## config.mk

```make
export PLATFORM = sky130hd
export DESIGN_NAME = iowin_decoder
export DESIGN_NICKNAME = d
export VERILOG_FILES = /design/src/rtl/iowin_pkg.sv /design/src/rtl/iowin_cfg_regs.sv /design/src/rtl/iowin_window_map.sv /design/src/rtl/iowin_decide.sv /design/src/rtl/iowin_decoder.sv
export SDC_FILE = /design/constraint.sdc
export NUM_CORES = 1
export LEC_CHECK = 0
export BUFFER_PORTS_ARGS = -buffer_cell sky130_fd_sc_hd__buf_2
export CAP_MARGIN = 30
export CELL_PAD_IN_SITES_DETAIL_PLACEMENT = 1
export CELL_PAD_IN_SITES_GLOBAL_PLACEMENT = 2
export CORE_MARGIN = 3
export CORE_UTILIZATION = 22
export DETAILED_ROUTE_END_ITERATION = 8
export PLACE_DENSITY = 0.85
export SYNTH_ARGS = -nofsm -noshare
export SYNTH_HDL_FRONTEND = slang
export SYNTH_SLANG_ARGS = --single-unit
```

## constraint.sdc

```tcl
create_clock -name clk -period 2.8 [get_ports clk]
set_input_delay 0.56 -clock clk [delete_from_list [all_inputs] [get_ports clk]]
set_output_delay 0.56 -clock clk [all_outputs]
set_load 0.05 [all_outputs]
```

## src/rtl/iowin_pkg.sv

```systemverilog
package iowin_pkg;

    localparam int IO_AW      = 16;
    localparam int CFG_DW     = 32;
    localparam int CFG_BE_W   = CFG_DW / 8;
    localparam int FINE_LSB   = 10;
    localparam int COARSE_LSB = 12;
    localparam int FIELD_W    = IO_AW - FINE_LSB;

    typedef logic [IO_AW-1:0]   io_addr_t;
    typedef logic [FIELD_W-1:0] win_field_t;

    typedef enum logic {
        DIR_OUTBOUND = 1'b0,
        DIR_INBOUND  = 1'b1
    } io_dir_e;

    typedef struct packed {
        logic       io_en;
        logic       mst_en;
        logic       fine;
        win_field_t base_f;
        win_field_t lim_f;
    } cfg_state_t;

    typedef struct packed {
        io_addr_t lo;
        io_addr_t hi;
        logic     on;
    } window_t;

    typedef struct packed {
        logic     valid;
        io_addr_t addr;
        io_dir_e  dir;
    } io_req_t;

    typedef struct packed {
        logic valid;
        logic fwd;
    } io_rsp_t;

    // Writable part of a field depends on the granularity in force.
    function automatic win_field_t merge_field(win_field_t old_f, win_field_t new_f, logic fine);
        win_field_t r;
        r = new_f;
        if (!fine) r[COARSE_LSB-FINE_LSB-1:0] = old_f[COARSE_LSB-FINE_LSB-1:0];
        return r;
    endfunction

    // Byte image of a field as software sees it.
    function automatic logic [7:0] view_field(win_field_t f, logic fine);
        logic [7:0] b;
        b = {f, 2'b00};
        if (!fine) b[3:0] = 4'h0;
        return b;
    endfunction

    function automatic io_addr_t expand_lo(win_field_t f, logic fine);
        io_addr_t a;
        a = '0;
        a[IO_AW-1:FINE_LSB] = f;
        if (!fine) a[COARSE_LSB-1:0] = '0;
        return a;
    endfunction

    function automatic io_addr_t expand_hi(win_field_t f, logic fine);
        io_addr_t a;
        a = '1;
        a[IO_AW-1:FINE_LSB] = f;
        if (!fine) a[COARSE_LSB-1:0] = '1;
        return a;
    endfunction

endpackage

```

## src/rtl/iowin_cfg_regs.sv

```systemverilog
module iowin_cfg_regs
    import iowin_pkg::*;
#(
    parameter int          CFG_AW   = 8,
    parameter int unsigned OFF_CMD  = 'h04,
    parameter int unsigned OFF_WIN  = 'h1C,
    parameter int unsigned OFF_RSV  = 'h30,
    parameter int unsigned OFF_GRAN = 'h40
) (
    input  logic                clk,
    input  logic                rst,
    input  logic                cfg_wr,
    input  logic [CFG_AW-1:0]   cfg_addr,
    input  logic [CFG_BE_W-1:0] cfg_be,
    input  logic [CFG_DW-1:0]   cfg_wdata,
    output logic [CFG_DW-1:0]   cfg_rdata,
    output cfg_state_t          st
);
    localparam int WORD_LSB = $clog2(CFG_BE_W);
    localparam int DW_AW    = CFG_AW - WORD_LSB;
    localparam logic [DW_AW-1:0] A_CMD  = DW_AW'(OFF_CMD  >> WORD_LSB);
    localparam logic [DW_AW-1:0] A_WIN  = DW_AW'(OFF_WIN  >> WORD_LSB);
    localparam logic [DW_AW-1:0] A_RSV  = DW_AW'(OFF_RSV  >> WORD_LSB);
    localparam logic [DW_AW-1:0] A_GRAN = DW_AW'(OFF_GRAN >> WORD_LSB);

    logic [DW_AW-1:0] dw;
    logic hit_cmd, hit_win, hit_gran;

    assign dw       = cfg_addr[CFG_AW-1:WORD_LSB];
    assign hit_cmd  = (dw == A_CMD);
    assign hit_win  = (dw == A_WIN);
    assign hit_gran = (dw == A_GRAN);

    always_ff @(posedge clk) begin
        if (rst) begin
            st <= '0;
        end else if (cfg_wr) begin
            if (hit_cmd && cfg_be[0]) begin
                st.io_en  <= cfg_wdata[0];
                st.mst_en <= cfg_wdata[2];
            end
            if (hit_gran && cfg_be[0]) st.fine <= cfg_wdata[0];
            if (hit_win && cfg_be[0]) st.base_f <= merge_field(st.base_f, cfg_wdata[7:2], st.fine);
            if (hit_win && cfg_be[1]) st.lim_f  <= merge_field(st.lim_f, cfg_wdata[15:10], st.fine);
        end
    end

    always_comb begin
        cfg_rdata = '0;
        if (hit_cmd) begin
            cfg_rdata[0] = st.io_en;
            cfg_rdata[2] = st.mst_en;
        end
        if (hit_gran) cfg_rdata[0] = st.fine;
        if (hit_win) begin
            cfg_rdata[7:0]  = view_field(st.base_f, st.fine);
            cfg_rdata[15:8] = view_field(st.lim_f, st.fine);
        end
    end

    logic unused_cfg_bits;
    assign unused_cfg_bits = ^{cfg_addr[WORD_LSB-1:0], cfg_wdata[31:16], cfg_wdata[9:8],
                               cfg_wdata[1], cfg_be[CFG_BE_W-1:2]};

    assert_rsv_reads_zero_R6: assert property (@(posedge clk) disable iff (rst)
        (dw == A_RSV) |-> (cfg_rdata == '0));

    assert_coarse_low_bits_zero_R4: assert property (@(posedge clk) disable iff (rst)
        (hit_win && !st.fine) |-> (cfg_rdata[3:0] == 4'h0 && cfg_rdata[11:8] == 4'h0));

    assert_coarse_keeps_fine_bits_R9: assert property (@(posedge clk) disable iff (rst)
        (cfg_wr && hit_win && cfg_be[0] && !st.fine) |=> (st.base_f[1:0] == $past(st.base_f[1:0])));

endmodule

```

## src/rtl/iowin_window_map.sv

```systemverilog
module iowin_window_map
    import iowin_pkg::*;
(
    input  win_field_t base_f,
    input  win_field_t lim_f,
    input  logic       fine,
    output window_t    win
);
    always_comb begin
        win.lo = expand_lo(base_f, fine);
        win.hi = expand_hi(lim_f, fine);
        win.on = (win.lo <= win.hi);
    end
endmodule

```

## src/rtl/iowin_decide.sv

```systemverilog
module iowin_decide
    import iowin_pkg::*;
(
    input  logic    clk,
    input  logic    rst,
    input  io_req_t req,
    input  window_t win,
    input  logic    io_en,
    output io_rsp_t rsp
);
    logic in_range;
    assign in_range = (req.addr >= win.lo) && (req.addr <= win.hi);

    always_ff @(posedge clk) begin
        if (rst) begin
            rsp <= '0;
        end else begin
            rsp.valid <= req.valid;
            rsp.fwd   <= req.valid && (req.dir == DIR_OUTBOUND) && io_en && win.on && in_range;
        end
    end

    assert_valid_follows_R10: assert property (@(posedge clk) disable iff (rst)
        req.valid |=> rsp.valid);

    assert_idle_follows_R10: assert property (@(posedge clk) disable iff (rst)
        !req.valid |=> !rsp.valid && !rsp.fwd);

    assert_inbound_abort_R2: assert property (@(posedge clk) disable iff (rst)
        (req.valid && req.dir == DIR_INBOUND) |=> !rsp.fwd);

    assert_disabled_abort_R1: assert property (@(posedge clk) disable iff (rst)
        (req.valid && !io_en) |=> !rsp.fwd);

    assert_window_off_R3: assert property (@(posedge clk) disable iff (rst)
        (req.valid && !win.on) |=> !rsp.fwd);

endmodule

```

## src/rtl/iowin_decoder.sv

```systemverilog
module iowin_decoder
    import iowin_pkg::*;
#(
    parameter int          CFG_AW   = 8,
    parameter int unsigned OFF_CMD  = 'h04,
    parameter int unsigned OFF_WIN  = 'h1C,
    parameter int unsigned OFF_RSV  = 'h30,
    parameter int unsigned OFF_GRAN = 'h40
) (
    input  logic              clk,
    input  logic              rst,
    input  logic              cfg_wr,
    input  logic [CFG_AW-1:0] cfg_addr,
    input  logic [3:0]        cfg_be,
    input  logic [31:0]       cfg_wdata,
    output logic [31:0]       cfg_rdata,
    input  logic              req_valid,
    input  logic [15:0]       req_addr,
    input  logic              req_inbound,
    output logic              rsp_valid,
    output logic              rsp_fwd
);
    cfg_state_t st;
    window_t    win;
    io_req_t    req;
    io_rsp_t    rsp;

    iowin_cfg_regs #(
        .CFG_AW(CFG_AW), .OFF_CMD(OFF_CMD), .OFF_WIN(OFF_WIN),
        .OFF_RSV(OFF_RSV), .OFF_GRAN(OFF_GRAN)
    ) regs_i (
        .clk(clk), .rst(rst), .cfg_wr(cfg_wr), .cfg_addr(cfg_addr),
        .cfg_be(cfg_be), .cfg_wdata(cfg_wdata), .cfg_rdata(cfg_rdata), .st(st)
    );

    iowin_window_map map_i (
        .base_f(st.base_f), .lim_f(st.lim_f), .fine(st.fine), .win(win)
    );

    always_comb begin
        req.valid = req_valid;
        req.addr  = req_addr;
        req.dir   = req_inbound ? DIR_INBOUND : DIR_OUTBOUND;
    end

    iowin_decide dec_i (
        .clk(clk), .rst(rst), .req(req), .win(win), .io_en(st.io_en), .rsp(rsp)
    );

    assign rsp_valid = rsp.valid;
    assign rsp_fwd   = rsp.fwd;

endmodule

```

==> results of run 1 <==
## layout by cell type, fill, tap and decap left out, types with 4 or more instances in the layout
master | synthesis | layout
and3_1 | 12 | 12
nand2_1 | 9 | 9
buf_2 | 2 | 56
nor2_1 | 18 | 18
nand3_1 | 9 | 9
conb_1 | 1 | 19
ha_1 | 16 | 16
mux2i_1 | 13 | 13
dfxtp_1 | 17 | 17
nand4_1 | 4 | 4
inv_1 | 11 | 11
a21oi_1 | 7 | 7
## critical path, cell delays in order
cell     delay [ns]
buf_2          0.10
or4_4          0.57
o21ai_1        0.15
buf_2          0.27
## layout make-up
class	count	area share (%)
clock buffers	4	2.66
well taps	72	5.31
inverters	11	2.44
multi-input cells	131	51.7
repair buffers	59	17.9
flip-flops and latches	17	20.1
## how the worst min path moves through the flow
stage	start	to	slack [ns]	cells after the start
3_5_place_dp	regs_i.st[1]	regs_i.st[1]	0.48	2
6_report	regs_i.st[1]	regs_i.st[1]	0.48	2
3_3_place_gp	regs_i.st[1]	regs_i.st[1]	0.47	2
5_1_grt	regs_i.st[1]	regs_i.st[1]	0.53	2
4_1_cts	regs_i.st[1]	regs_i.st[1]	0.49	2
2_1_floorplan	regs_i.st[1]	regs_i.st[1]	0.44	2
## power by group through the flow
| stage | combinational (W) | sequential, W | clock [W] |
|---|---|---|---|
| 2_1_floorplan | 0.000103 | 0.000251 | 0 |
| 3_3_place_gp | 0.000126 | 0.000249 | 0 |
| 3_5_place_dp | 0.000128 | 0.000249 | 0 |
| 4_1_cts | 0.000129 | 0.000243 | 0.000192 |
| 5_1_grt | 0.000140 | 0.000243 | 0.000201 |
| 6_report | 0.000128 | 0.000243 | 0.000184 |
## logic make-up after synthesis
group / after synthesis / share of synthesized area [%]
simple gates: 70 / 29.1
buf+inv: 35 / 15.2
flops: 17 / 25.1
fa+ha+maj: 16 / 14.8
compound gates: 13 / 5.91
mux: 13 / 9.61
other cells: 1 / 0.277
## registers in the layout (all words and copies together) (netlist names)
signal and cells:
dec_i.rsp 2, regs_i.st 15
## per-stage QoR
stage,instances,cell area [sq um]
3_3_place_gp,290,1650
2_1_floorplan,183,1420
3_5_place_dp,290,1650
6_report,294,1700
5_1_grt,294,1700
4_1_cts,294,1700
## per-layer routing
layer	track usage, %	share of wire (%)
met4	1.73	0.56
met1	13.7	44
met5	0	0
met3	2.65	6.1
met2	17.9	49
==> flow_metrics.env, run 1 <==
export IMPL_numCtsBuffers=3
export IMPL_reg2reg_to="dec_i.rsp[0]"
export IMPL_n_fill_cell=721
export IMPL_synth_top_cells_by_count="buf_4, nor2_1, dfxtp_1, ha_1, mux2i_1"
export IMPL_synth_edf_count=0
export IMPL_ant_nets=0
export IMPL_ys_flop_type="dfxtp_1"
export IMPL_critPathRequiredTime_ns=2.24
export IMPL_rrSetupSlack_ns=1.08
export IMPL_syn_area_sq_mm=0.00135
export IMPL_grt_pass1_vias=1269
export IMPL_drv_cap=0
export IMPL_io_pins=99
export IMPL_start_util_pct=23.6
export IMPL_hold_buffers=0
export IMPL_postSynth_asyncResetShare_pct=0
export IMPL_ir_drop_v=0.000207
export IMPL_clockPowerShare_pct=33.1
export IMPL_clock_latency_ns=0.25
export IMPL_antenna_cells=0
export IMPL_finalCritPeriodShare_pct=79.1
export IMPL_min_path_type="register to register"
export IMPL_fin_crit_ns=2.21
export IMPL_pre_cts_ws_ns=0.561
export IMPL_layout_setup_ws_ns=0.586
export IMPL_yosysSeqAreaShare_pct=25.1
export IMPL_post_cts_buffers=0
export IMPL_leakagePower_nw=0.860
export IMPL_p_sw_share_pct=31.6
export IMPL_arrival_ns=1.65
export IMPL_crit_end="cfg_rdata[2]"
export IMPL_rsz0062_at_grt="false"
export IMPL_grt_max_degree=17
export IMPL_multiInputGateArea_sq_um=876
export IMPL_routed_via_count=1263
export IMPL_routed_via_density=4.30
export IMPL_cts_root_buf="clkbuf_8"
export IMPL_sequentialPowerShare_pct=43.8
export IMPL_die_area_sq_mm=0.00713
export IMPL_slew_violations=0
export IMPL_startpoint="cfg_addr[3]"
export IMPL_synth_top_area_share_pct=25.1
export IMPL_drc=0
export IMPL_htree_levels=1
export IMPL_fp_row_count=27
export IMPL_post_route_util_pct=29.5
export IMPL_r2r_start="regs_i.st[12]"
export IMPL_max_freq_mhz=452
export IMPL_nNetsFinal=304
export IMPL_p_int_w=0.000380
export IMPL_worstPathMaxFanout=4
export IMPL_synth_top_area_cell="dfxtp_1"
export IMPL_numPortBuffers=56
export IMPL_clk_pin_slew_worst_paths_ns=0.07
export IMPL_yosysMostFrequentCell="buf_4"
export IMPL_ys_seq_elements=17
export IMPL_clock_path_buffers=2
export IMPL_fp_dieW_microns=84.4
export IMPL_grt_usage_pct=10.5
export IMPL_fin_total_pwr_w=0.000556
export IMPL_cts_sinks=17
export IMPL_outcome="finished, final reports clean"
export IMPL_end_kind="output port"
export IMPL_skew_ns=0.00168
export IMPL_power_frac_comb_pct=23.1
export IMPL_rr_worst_depth=7
export IMPL_cts_tree="done"
export IMPL_finalSetupViolations=0
export IMPL_place_congestion=0.720
export IMPL_seq_area_sq_um=340
export IMPL_finalWirelength_mm=3.78
export IMPL_ys_types=30
export IMPL_die_h_microns=84.4
export IMPL_post_drt_wl_per_cell_microns=12.9
export IMPL_first_pass_iters=2
export IMPL_syn_inst=165
export IMPL_drive_above_1_share_pct=29.3
export IMPL_core_sq_mm=0.00574
export IMPL_synth_warning_count=0
export IMPL_p_sw_w=0.000176
export IMPL_powerDensity_mw_per_mm2=328
export IMPL_cp_start_kind="primary input"
export IMPL_whs_ns=0.480
export IMPL_hold_viol=0
export IMPL_synth_area_top_cells="dfxtp_1, ha_1, buf_4"
export IMPL_grt_pass1_wl_mm=6.12
export IMPL_worstSetupPathType="primary input to output port"
export IMPL_initialDrtViolationCount=46
export IMPL_overflow=0
export IMPL_antenna_found_initial=0
export IMPL_tns_ns=0
export IMPL_synth_avg_cell_area_sq_um=8.20
export IMPL_syn_to_final_growth_pct=25.2
export IMPL_cts_resized=0
export IMPL_hpwl_mm=3.34
Power figures use the tool's default switching activity.
==> inputs of run 2 (changes only) <==
Settings changed: ABC_AREA set to 1, CORE_UTILIZATION 22 to 17, PLACE_DENSITY 0.85 to 0.74.
Clock period 2.8 ns to 1.8 ns, I/O delays scaled along.
==> run 2 against run 1 <==
Global-route usage fell by 1.2 points. Largest power group unchanged. Power rose by 61%. Critical path type unchanged. Sequential share of layout area is 2.3 points lower. Non-clock buffer count grew 1. Count of clock-buffer cells in the layout down 1. Clock power up 65%. Via count up 19%.
==> flow_metrics.env, run 2 <==
export IMPL_place_inst=389
export IMPL_postSynth_asyncResetShare_pct=0
export IMPL_die_area_sq_mm=0.00965
export IMPL_slew_violations=0
export IMPL_p_sw_w=0.000307
export IMPL_tns_ns=0
export IMPL_die_h_microns=98.2
export IMPL_clock_latency_ns=0.26
export IMPL_ys_types=21
export IMPL_worstPathMaxFanout=3
export IMPL_grt_pass1_vias=1599
export IMPL_routed_via_density=3.83
export IMPL_cts_root_buf="clkbuf_8"
export IMPL_place_congestion=0.736
export IMPL_p_int_w=0.000587
export IMPL_hold_buffers=0
export IMPL_synth_warning_count=0
export IMPL_syn_to_final_growth_pct=32.2
export IMPL_drc=0
export IMPL_synth_top_area_cell="dfxtp_1"
export IMPL_synth_area_top_cells="dfxtp_1, ha_1, nand2_1"
export IMPL_grt_max_degree=12
export IMPL_n_fill_cell=1068
export IMPL_skew_ns=0.00259
export IMPL_synth_top_area_share_pct=23.5
export IMPL_ir_drop_v=0.000229
export IMPL_io_pins=99
export IMPL_drv_cap=0
export IMPL_htree_levels=1
export IMPL_ys_seq_elements=17
export IMPL_fin_crit_ns=1.71
export IMPL_clockPowerShare_pct=34.0
export IMPL_finalSetupViolations=0
export IMPL_synth_top_cells_by_count="nand2_1, inv_1, nor2_1, buf_4, dfxtp_1"
export IMPL_cp_start_kind="primary input"
export IMPL_startpoint="cfg_addr[7]"
export IMPL_powerDensity_mw_per_mm2=468
export IMPL_numPortBuffers=56
export IMPL_whs_ns=0.326
export IMPL_antenna_found_initial=0
export IMPL_initialDrtViolationCount=64
export IMPL_clock_path_buffers=2
export IMPL_hold_viol=0
export IMPL_cts_tree="done"
export IMPL_cts_resized=0
export IMPL_synth_avg_cell_area_sq_um=6.34
export IMPL_max_freq_mhz=583
export IMPL_final_common_cell="nand2_1"
export IMPL_arrival_ns=1.35
export IMPL_sequentialPowerShare_pct=42.3
export IMPL_min_path_type="primary input to register"
export IMPL_worstSetupPathType="primary input to output port"
export IMPL_leakagePower_nw=0.965
export IMPL_first_pass_iters=4
export IMPL_clk_pin_slew_worst_paths_ns=0.08
export IMPL_fin_total_pwr_w=0.000894
export IMPL_ys_flop_type="dfxtp_1"
export IMPL_ant_nets=0
export IMPL_finalWirelength_mm=4.32
export IMPL_min_from="rst"
export IMPL_numCtsBuffers=3
export IMPL_finalCritPeriodShare_pct=95.2
export IMPL_outcome="finished, final reports clean"
export IMPL_top_regs="regs_i.st (15), dec_i.rsp (2)"
export IMPL_syn_area_sq_mm=0.00145
export IMPL_antenna_cells=0
export IMPL_yosysSeqAreaShare_pct=23.5
export IMPL_power_frac_comb_pct=23.6
export IMPL_yosysMostFrequentCell="nand2_1"
export IMPL_hpwl_mm=3.85
export IMPL_cts_sinks=17
export IMPL_drive_above_1_share_pct=26.0
export IMPL_end_kind="output port"
export IMPL_pre_cts_ws_ns=0.00637
export IMPL_critPathRequiredTime_ns=1.44
export IMPL_grt_pass1_wl_mm=7.29
export IMPL_synth_edf_count=0
export IMPL_r2r_start="regs_i.st[12]"
export IMPL_grt_usage_pct=9.37
export IMPL_final_cell_mix="nand2_1, buf_2, inv_1, nor2_1, conb_1"
export IMPL_fp_row_count=33
export IMPL_overflow=0
export IMPL_core_sq_mm=0.00826
export IMPL_rsz0062_at_grt="true"
export IMPL_layout_setup_ws_ns=0.0858
export IMPL_post_cts_buffers=0
export IMPL_syn_inst=228
export IMPL_p_sw_share_pct=34.3
export IMPL_largest_reg_flops=15
export IMPL_start_util_pct=17.5
export IMPL_fin_cells=393
export IMPL_post_drt_wl_per_cell_microns=11.0
export IMPL_nNetsFinal=370
export IMPL_routed_via_count=1506
export IMPL_fp_dieW_microns=98.2
export IMPL_top_register="regs_i.st"
-- run 2: cell families (layout without fill, tap and decap cells) --
group	after synthesis	after routing	share of synthesized area (%)
adders and majority gates	16	16	13.8
other	1	19	0.259
and+or+nand+nor	112	112	33.8
DFF	17	17	23.5
AOI/OAI and AO/OA	20	20	6.92
buffers and inverters	62	104	21.6
-- run 2: area by class of cell --
type	count	area (sq um)	share of cell area (%)
Multi-Input combinational cell	167	875	45.7
Timing Repair Buffer	60	369	19.3
Sequential cell	17	340	17.8
Inverter	40	150	7.85
Tap cell	105	131	6.87
Clock buffer	3	41.3	2.16
Clock inverter	1	5.00	0.262
-- run 2: stage by stage --
| stage | area (sq um) | utilization (%) |
|---|---|---|
| floorplan | 1510 | - |
| CTS | 1840 | 22.3 |
| finish | 1910 | 23.2 |
| detailed placement | 1790 | 21.7 |
| global route | 1910 | 23.2 |
| global placement | 1790 | 21.7 |
-- run 2: layer usage --
metal,GRT usage (%),up-vias,part of all wire [%]
li1,-,786,-
met1,11.8,667,45
met2,16.2,49,48
met3,1.21,4,5.8
met4,3.47,0,1.6
met5,0,-,0
-- run 2: power groups by stage --
stage               clock network [W]  registers (W)  logic (W)
floorplan                           0       0.000392   0.000171
global placement                    0       0.000387   0.000210
detailed placement                  0       0.000387   0.000214
CTS                          0.000311       0.000378   0.000214
global route                 0.000332       0.000379   0.000234
finish                       0.000304       0.000378   0.000211
-- run 2: worst paths after layout --
check | end | slack (ns) | cells after the start
worst max register to register | dec_i.rsp[0] | 0.35 | 13
worst min register to register | regs_i.st[5] | 0.47 | 2
worst max-delay path | cfg_rdata[3] | 0.09 | 7
worst min-delay path | regs_i.st[4] | 0.33 | 2
-- run 2: critical path: stages --
cell and delay (ns):
buf_2 0.11, nor2_2 0.16, nand2_2 0.08, nor3_2 0.16, nand2_1 0.12, nor2_1 0.18, buf_6 0.19
